`config.mk`:
```
export PLATFORM = sky130hd
export DESIGN_NAME = dmau_unit
export DESIGN_NICKNAME = d
export VERILOG_FILES = /design/src/rtl/dmau_pkg.sv /design/src/rtl/dmau_spram.sv /design/src/rtl/dmau_decode.sv /design/src/rtl/dmau_seq.sv /design/src/rtl/dmau_unit.sv
export SDC_FILE = /design/constraint.sdc
export NUM_CORES = 2
export LEC_CHECK = 0
export BUFFER_PORTS_ARGS = -buffer_cell sky130_fd_sc_hd__buf_2
export CAP_MARGIN = 10
export CELL_PAD_IN_SITES_DETAIL_PLACEMENT = 2
export CELL_PAD_IN_SITES_GLOBAL_PLACEMENT = 2
export CORE_ASPECT_RATIO = 1.1
export CORE_MARGIN = 2
export CORE_UTILIZATION = 40
export DETAILED_ROUTE_END_ITERATION = 8
export PLACE_DENSITY_LB_ADDON = 0.1
export SLEW_MARGIN = 30
export SYNTH_ARGS = -nofsm -noshare
export SYNTH_HDL_FRONTEND = slang
export SYNTH_HIERARCHICAL = 1
export SYNTH_SLANG_ARGS = --single-unit
export TNS_END_PERCENT = 5
```
`constraint.sdc`:
```
create_clock -name clk -period 5.9 [get_ports clk]
set_clock_uncertainty 0.05 [all_clocks]
set_input_delay 0.59 -clock clk [delete_from_list [all_inputs] [get_ports clk]]
set_output_delay 0.59 -clock clk [all_outputs]
set_load 0.1 [all_outputs]
```
`src/rtl/dmau_pkg.sv`:
```
package dmau_pkg;

  localparam logic [1:0] MODE_DIRECT   = 2'd0;
  localparam logic [1:0] MODE_INDIRECT = 2'd1;
  localparam logic [1:0] MODE_BIT      = 2'd2;

  typedef enum logic [2:0] {
    ST_INIT,
    ST_IDLE,
    ST_ISSUE,
    ST_FETCH,
    ST_WBACK
  } seq_state_e;

  // Start value of a register-file entry, by index inside the file.
  function automatic logic [7:0] sfr_start_value(input logic [15:0] idx);
    logic [7:0] v;
    case (idx)
      16'h0000, 16'h0010, 16'h0020, 16'h0030: v = 8'hFF;
      16'h0001:                               v = 8'h07;
      default:                                v = 8'h00;
    endcase
    return v;
  endfunction

endpackage

```
`src/rtl/dmau_spram.sv`:
```
module dmau_spram #(
  parameter int AW = 8,
  parameter int DW = 8
) (
  input  logic          clk,
  input  logic          we,
  input  logic [AW-1:0] addr,
  input  logic [DW-1:0] wd,
  output logic [DW-1:0] rd
);
  localparam int DEPTH = 1 << AW;

  logic [DW-1:0] mem [DEPTH];

  always_ff @(posedge clk) begin
    if (we) mem[addr] <= wd;
    rd <= mem[addr];
  end
endmodule

```
`src/rtl/dmau_decode.sv`:
```
module dmau_decode #(
  parameter int                ADDR_W   = 8,
  parameter int                DATA_W   = 8,
  parameter logic [ADDR_W-1:0] BIT_BASE = 8'h20
) (
  input  logic [1:0]                      mode,
  input  logic [ADDR_W-1:0]               addr,
  output logic                            sel_sfr,
  output logic [ADDR_W-1:0]               ram_idx,
  output logic [ADDR_W-2:0]               sfr_idx,
  output logic [$clog2(DATA_W)-1:0]       bitpos
);
  import dmau_pkg::*;

  localparam int BP_W = $clog2(DATA_W);

  logic [ADDR_W-2-BP_W:0] group;
  assign group  = addr[ADDR_W-2:BP_W];
  assign bitpos = addr[BP_W-1:0];

  always_comb begin
    sel_sfr = 1'b0;
    ram_idx = addr;
    sfr_idx = addr[ADDR_W-2:0];
    case (mode)
      MODE_INDIRECT: begin
        sel_sfr = 1'b0;
        ram_idx = addr;
      end
      MODE_BIT: begin
        if (addr[ADDR_W-1]) begin
          sel_sfr = 1'b1;
          sfr_idx = {group, {BP_W{1'b0}}};
        end else begin
          sel_sfr = 1'b0;
          ram_idx = BIT_BASE + ADDR_W'(group);
        end
      end
      default: begin
        sel_sfr = addr[ADDR_W-1];
      end
    endcase
  end
endmodule

```
`src/rtl/dmau_seq.sv`:
```
module dmau_seq #(
  parameter int ADDR_W = 8,
  parameter int DATA_W = 8
) (
  input  logic                      clk,
  input  logic                      rst,
  input  logic                      req_valid,
  input  logic [1:0]                req_mode,
  input  logic [ADDR_W-1:0]         req_addr,
  input  logic [DATA_W-1:0]         req_wdata,
  input  logic                      req_write,
  input  logic                      dec_sel_sfr,
  input  logic [ADDR_W-1:0]         dec_ram_idx,
  input  logic [ADDR_W-2:0]         dec_sfr_idx,
  input  logic [$clog2(DATA_W)-1:0] dec_bitpos,
  input  logic [DATA_W-1:0]         ram_rd,
  input  logic [DATA_W-1:0]         sfr_rd,
  output logic                      ram_we,
  output logic [ADDR_W-1:0]         ram_addr,
  output logic [DATA_W-1:0]         ram_wd,
  output logic                      sfr_we,
  output logic [ADDR_W-2:0]         sfr_addr,
  output logic [DATA_W-1:0]         sfr_wd,
  output logic [1:0]                lat_mode,
  output logic [ADDR_W-1:0]         lat_addr,
  output logic                      lat_write,
  output logic                      init_active,
  output logic                      busy,
  output logic                      done,
  output logic [DATA_W-1:0]         rdata
);
  import dmau_pkg::*;

  seq_state_e        state;
  logic [ADDR_W-1:0] init_cnt;
  logic [DATA_W-1:0] wdata_q;
  logic [DATA_W-1:0] merge_q;
  logic [DATA_W-1:0] fetched;
  logic [DATA_W-1:0] merged;
  logic [DATA_W-1:0] pos_mask;
  logic              is_bit;

  assign is_bit      = (lat_mode == MODE_BIT);
  assign init_active = (state == ST_INIT);
  assign busy        = (state != ST_IDLE);
  assign fetched     = dec_sel_sfr ? sfr_rd : ram_rd;
  assign pos_mask    = DATA_W'(1) << dec_bitpos;
  assign merged      = (fetched & ~pos_mask) | (wdata_q[0] ? pos_mask : '0);

  // Memory port steering
  always_comb begin
    ram_we   = 1'b0;
    sfr_we   = 1'b0;
    ram_addr = dec_ram_idx;
    sfr_addr = dec_sfr_idx;
    ram_wd   = wdata_q;
    sfr_wd   = wdata_q;
    case (state)
      ST_INIT: begin
        ram_we   = 1'b1;
        ram_addr = init_cnt;
        ram_wd   = '0;
        sfr_we   = ~init_cnt[ADDR_W-1];
        sfr_addr = init_cnt[ADDR_W-2:0];
        sfr_wd   = DATA_W'(sfr_start_value(16'(init_cnt[ADDR_W-2:0])));
      end
      ST_ISSUE: begin
        ram_we = lat_write && !is_bit && !dec_sel_sfr;
        sfr_we = lat_write && !is_bit &&  dec_sel_sfr;
      end
      ST_WBACK: begin
        ram_we = !dec_sel_sfr;
        sfr_we =  dec_sel_sfr;
        ram_wd = merge_q;
        sfr_wd = merge_q;
      end
      default: ;
    endcase
  end

  always_ff @(posedge clk) begin
    if (rst) begin
      state     <= ST_INIT;
      init_cnt  <= '0;
      done      <= 1'b0;
      rdata     <= '0;
      lat_mode  <= MODE_DIRECT;
      lat_addr  <= '0;
      lat_write <= 1'b0;
      wdata_q   <= '0;
      merge_q   <= '0;
    end else begin
      done <= 1'b0;
      case (state)
        ST_INIT: begin
          init_cnt <= init_cnt + 1'b1;
          if (&init_cnt) state <= ST_IDLE;
        end
        ST_IDLE: begin
          if (req_valid) begin
            lat_mode  <= req_mode;
            lat_addr  <= req_addr;
            lat_write <= req_write;
            wdata_q   <= req_wdata;
            state     <= ST_ISSUE;
          end
        end
        ST_ISSUE: begin
          if (lat_write && !is_bit) begin
            done  <= 1'b1;
            state <= ST_IDLE;
          end else begin
            state <= ST_FETCH;
          end
        end
        ST_FETCH: begin
          if (is_bit && lat_write) begin
            merge_q <= merged;
            state   <= ST_WBACK;
          end else begin
            rdata <= is_bit ? DATA_W'(fetched[dec_bitpos]) : fetched;
            done  <= 1'b1;
            state <= ST_IDLE;
          end
        end
        ST_WBACK: begin
          done  <= 1'b1;
          state <= ST_IDLE;
        end
        default: state <= ST_IDLE;
      endcase
    end
  end
endmodule

```
`src/rtl/dmau_unit.sv`:
```
module dmau_unit #(
  parameter int                ADDR_W   = 8,
  parameter int                DATA_W   = 8,
  parameter logic [ADDR_W-1:0] BIT_BASE = 8'h20
) (
  input  logic              clk,
  input  logic              rst,
  input  logic              req_valid,
  input  logic [1:0]        req_mode,
  input  logic [ADDR_W-1:0] req_addr,
  input  logic [DATA_W-1:0] req_wdata,
  input  logic              req_write,
  output logic              busy,
  output logic              done,
  output logic [DATA_W-1:0] rdata
);
  localparam int BP_W   = $clog2(DATA_W);
  localparam int SFR_AW = ADDR_W - 1;

  logic              dec_sel_sfr;
  logic [ADDR_W-1:0] dec_ram_idx;
  logic [SFR_AW-1:0] dec_sfr_idx;
  logic [BP_W-1:0]   dec_bitpos;
  logic              ram_we, sfr_we;
  logic [ADDR_W-1:0] ram_addr;
  logic [SFR_AW-1:0] sfr_addr;
  logic [DATA_W-1:0] ram_wd, sfr_wd, ram_rd, sfr_rd;
  logic [1:0]        lat_mode;
  logic [ADDR_W-1:0] lat_addr;
  logic              lat_write;
  logic              init_active;

  dmau_decode #(.ADDR_W(ADDR_W), .DATA_W(DATA_W), .BIT_BASE(BIT_BASE)) u_dec (
    .mode    (lat_mode),
    .addr    (lat_addr),
    .sel_sfr (dec_sel_sfr),
    .ram_idx (dec_ram_idx),
    .sfr_idx (dec_sfr_idx),
    .bitpos  (dec_bitpos)
  );

  dmau_seq #(.ADDR_W(ADDR_W), .DATA_W(DATA_W)) u_seq (
    .clk         (clk),
    .rst         (rst),
    .req_valid   (req_valid),
    .req_mode    (req_mode),
    .req_addr    (req_addr),
    .req_wdata   (req_wdata),
    .req_write   (req_write),
    .dec_sel_sfr (dec_sel_sfr),
    .dec_ram_idx (dec_ram_idx),
    .dec_sfr_idx (dec_sfr_idx),
    .dec_bitpos  (dec_bitpos),
    .ram_rd      (ram_rd),
    .sfr_rd      (sfr_rd),
    .ram_we      (ram_we),
    .ram_addr    (ram_addr),
    .ram_wd      (ram_wd),
    .sfr_we      (sfr_we),
    .sfr_addr    (sfr_addr),
    .sfr_wd      (sfr_wd),
    .lat_mode    (lat_mode),
    .lat_addr    (lat_addr),
    .lat_write   (lat_write),
    .init_active (init_active),
    .busy        (busy),
    .done        (done),
    .rdata       (rdata)
  );

  dmau_spram #(.AW(ADDR_W), .DW(DATA_W)) u_ram (
    .clk  (clk),
    .we   (ram_we),
    .addr (ram_addr),
    .wd   (ram_wd),
    .rd   (ram_rd)
  );

  dmau_spram #(.AW(SFR_AW), .DW(DATA_W)) u_sfr (
    .clk  (clk),
    .we   (sfr_we),
    .addr (sfr_addr),
    .wd   (sfr_wd),
    .rd   (sfr_rd)
  );
endmodule

```
==> qor.yml <==
drv_slew: 0
synth_ff_type: "edfxtp_1"
syn_area_sq_um: 122000
io_pins: 32
num_rows: 212
worstPathRequired_ns: 6.65
drive_gt1_share_pct: 22.6
maxCapViolCount: 0
grt_usage_pct: 25.4
ir_drop_uv: 329
drt_pass1_iterations: 6
fin_crit_ns: 5.48
synth_edf_count: 3072
max_freq_ghz: 0.182
hpwlAfterDp_microns: 244000
fin_nets: 6690
remaining_drc_errors: 0
grt_max_degree: 185
hold_viol_final: 0
cp.arrival_ns: 6.23
wl_met1_microns: 161000
die_y_microns: 582
crit_path_end_kind: "flip-flop"
async_flop_share_pct: 0
core-area_sq_um: 303000
yosysUniqueCellTypes: 79
p_leak_nw: 42.7
critPathMaxFanout: 49
layout_common_cells: "3072 x edfxtp_1, 523 x mux4_2, 448 x nor2_1"
wl_met2_microns: 201000
antenna_found_initial: 8
worstHoldPathType: "input pin to flip-flop"
syn_nets: 6409
status: "finished, final reports clean"
wl_microns: 395000
ctsLongestPathBuffers: 4
io_buffers: 31
cts_setup_buffers: 0
die_width_microns: 530
routed_via_density: 5.97
cts.sinks: 3135
final_common_cell: "edfxtp_1"
wl_per_cell_microns: 35.8
grt_pass1_wl_microns: 559000
wl_met3_microns: 17400
ant_nets: 0
setup_viol: 0
ys_ff_latch: 3135
regToRegSetupSlack_ns: 0.42
grt_pass1_vias: 71135
clockRootBuffer: "clkbuf_16"
worstRegToRegCells: 13
clk_pin_slew_ns: 0.06
fin_total_pwr_mw: 48.5
syn_inst: 6384
rsz0062_at_grt: "no"
vias: 65678
worst_pin_slew_ns: 1.08
dieArea_sq_um: 308000
min_path_cells: 2
highest_layer: "met5"
seq_area_frac_synth_pct: 76.9
powerDensity_nw_per_um2: 348
cts-resized-gates: 0
post_synth.cell_area_avg_sq_um: 19.1
cts_buffers: 334
grt-ovfl-total: 0
final.setup.tns_ns: 0
place.gp.congestion: 0.834
cts_tree: "done"
finalCritPeriodShare_pct: 92.9
clkLatencyLatePin_ns: 0.92
cts_max_level: 5
worstSetupPathType: "flip-flop to flip-flop"
yosysWarnings: 6
drt-initial-drc-count: 6296
slew_headroom_pct: 27.1
start_util_pct: 40.1
critPathLaunchType: "flip-flop"
syn2layout_area_growth_pct: 14.5
## where the power goes
part / internal, mW / switching [mW]
Sequential: 24.5 / 0.0693
Clock: 12.0 / 8.95
Combinational: 0.894 / 2.05
Total: 37.4 / 11.1
## registers in the layout, indices dropped and copies added, names as in the netlist, 2 cells and up
signal	cells
u_seq/merge_q	8
u_seq/lat_addr	8
u_seq/rdata	8
u_seq/init_cnt	8
u_seq/state	3
u_ram/mem	2048
u_seq/lat_mode	2
u_ram/rd	8
u_seq/wdata_q	8
u_sfr/mem	1024
u_sfr/rd	8
## path summary, 6_finish.rpt
path	from	to
setup / recovery	u_seq/state[0]	u_ram/rd[7]
hold / removal	rst	u_seq/rdata[4]
hold reg to reg	u_seq/wdata_q[1]	u_seq/wdata_q[1]
setup reg to reg	u_seq/state[0]	u_ram/rd[7]
## Yosys cell counts (all sizes together) (8+ instances only)
| cell | instances | area share, % |
|---|---|---|
| edfxtp | 3072 | 76 |
| nor3 | 50 | 0.21 |
| o21ai | 84 | 0.35 |
| nand2b | 18 | 0.093 |
| a221oi | 225 | 1.6 |
| mux4 | 523 | 9.7 |
| inv | 12 | 0.037 |
| o22a | 11 | 0.079 |
| dfxtp | 63 | 1.0 |
| a22o | 41 | 0.30 |
| a221o | 20 | 0.16 |
| nor2b | 23 | 0.13 |
| a211oi | 9 | 0.056 |
| o221ai | 18 | 0.13 |
| clkbuf | 230 | 0.71 |
| o211ai | 13 | 0.080 |
| a21oi | 278 | 1.1 |
| nand3 | 51 | 0.21 |
| nor2 | 500 | 1.6 |
| mux2i | 68 | 0.56 |
| nand4 | 20 | 0.10 |
| buf | 227 | 1.2 |
| and2 | 13 | 0.071 |
| o22ai | 24 | 0.12 |
| nand2 | 236 | 0.73 |
| mux2 | 82 | 0.76 |
| o41ai | 33 | 0.24 |
| or3 | 8 | 0.041 |
| a22oi | 337 | 2.1 |
## cell type report
| cell class | count | area (sq um) |
|---|---|---|
| fill | 27516 | 164000 |
| sequential | 3135 | 93500 |
| multi-input combinational | 2780 | 26300 |
| clock buffer | 415 | 8940 |
| tap | 4066 | 5090 |
| timing repair buffer | 402 | 3610 |
| clock inverter | 193 | 1750 |
| inverter | 12 | 48.8 |
| antenna | 6 | 15.0 |
## metal layers
| metal | vias to the layer above | track usage [%] |
|---|---|---|
| met4 | 2 | 8.69 |
| met5 | - | 0 |
| met1 | 36294 | 33.2 |
| met3 | 567 | 3.07 |
| li1 | 26965 | - |
| met2 | 1850 | 44.0 |
## timing repair
item                                    CTS  global route
hold buffers                             20             0
endpoints found under the setup margin    0             0
hold endpoints to repair                 21             0
## critical path, stage by stage, from the launching register on
cell	delay (ns)
dfxtp_1	0.41
or3_1	0.40
buf_4	0.20
inv_1	0.29
nand2_1	0.23
nand2_4	0.50
buf_12	0.37
buf_4	0.44
mux4_2	0.36
a22oi_1	0.35
a21oi_1	0.22
o41ai_1	1.04
buf_4	0.27
nand4_1	0.10
## kinds of logic after synthesis
logic type                 count (synthesis)  synth area share (%)
AOI/OAI and AO/OA                       1145                  6.76
xor gates and xnor gates                   6                0.0432
adders and majority gates                  3                0.0309
buffers and inverters                    469                  1.93
DFF                                     3135                  76.9
muxes                                    673                  11.0
and+or+nand+nor                          953                  3.35
## stage by stage
step / instance area [sq um] / worst slack, ns / instances / hold slack [ns] / utilization (%)
floorplan: 122000 / 1.09 / 6384 / 0.382 / -
global placement: 128000 / 0.394 / 10372 / 0.389 / 42.3
detailed placement: 128000 / 0.396 / 10373 / 0.406 / 42.3
CTS: 139000 / 0.342 / 11001 / 0.192 / 45.9
global route: 139000 / 0.194 / 11007 / 0.252 / 46.0
finish: 139000 / 0.420 / 11009 / 0.228 / 46.0
No activity file was read; power rests on OpenSTA's default activity.
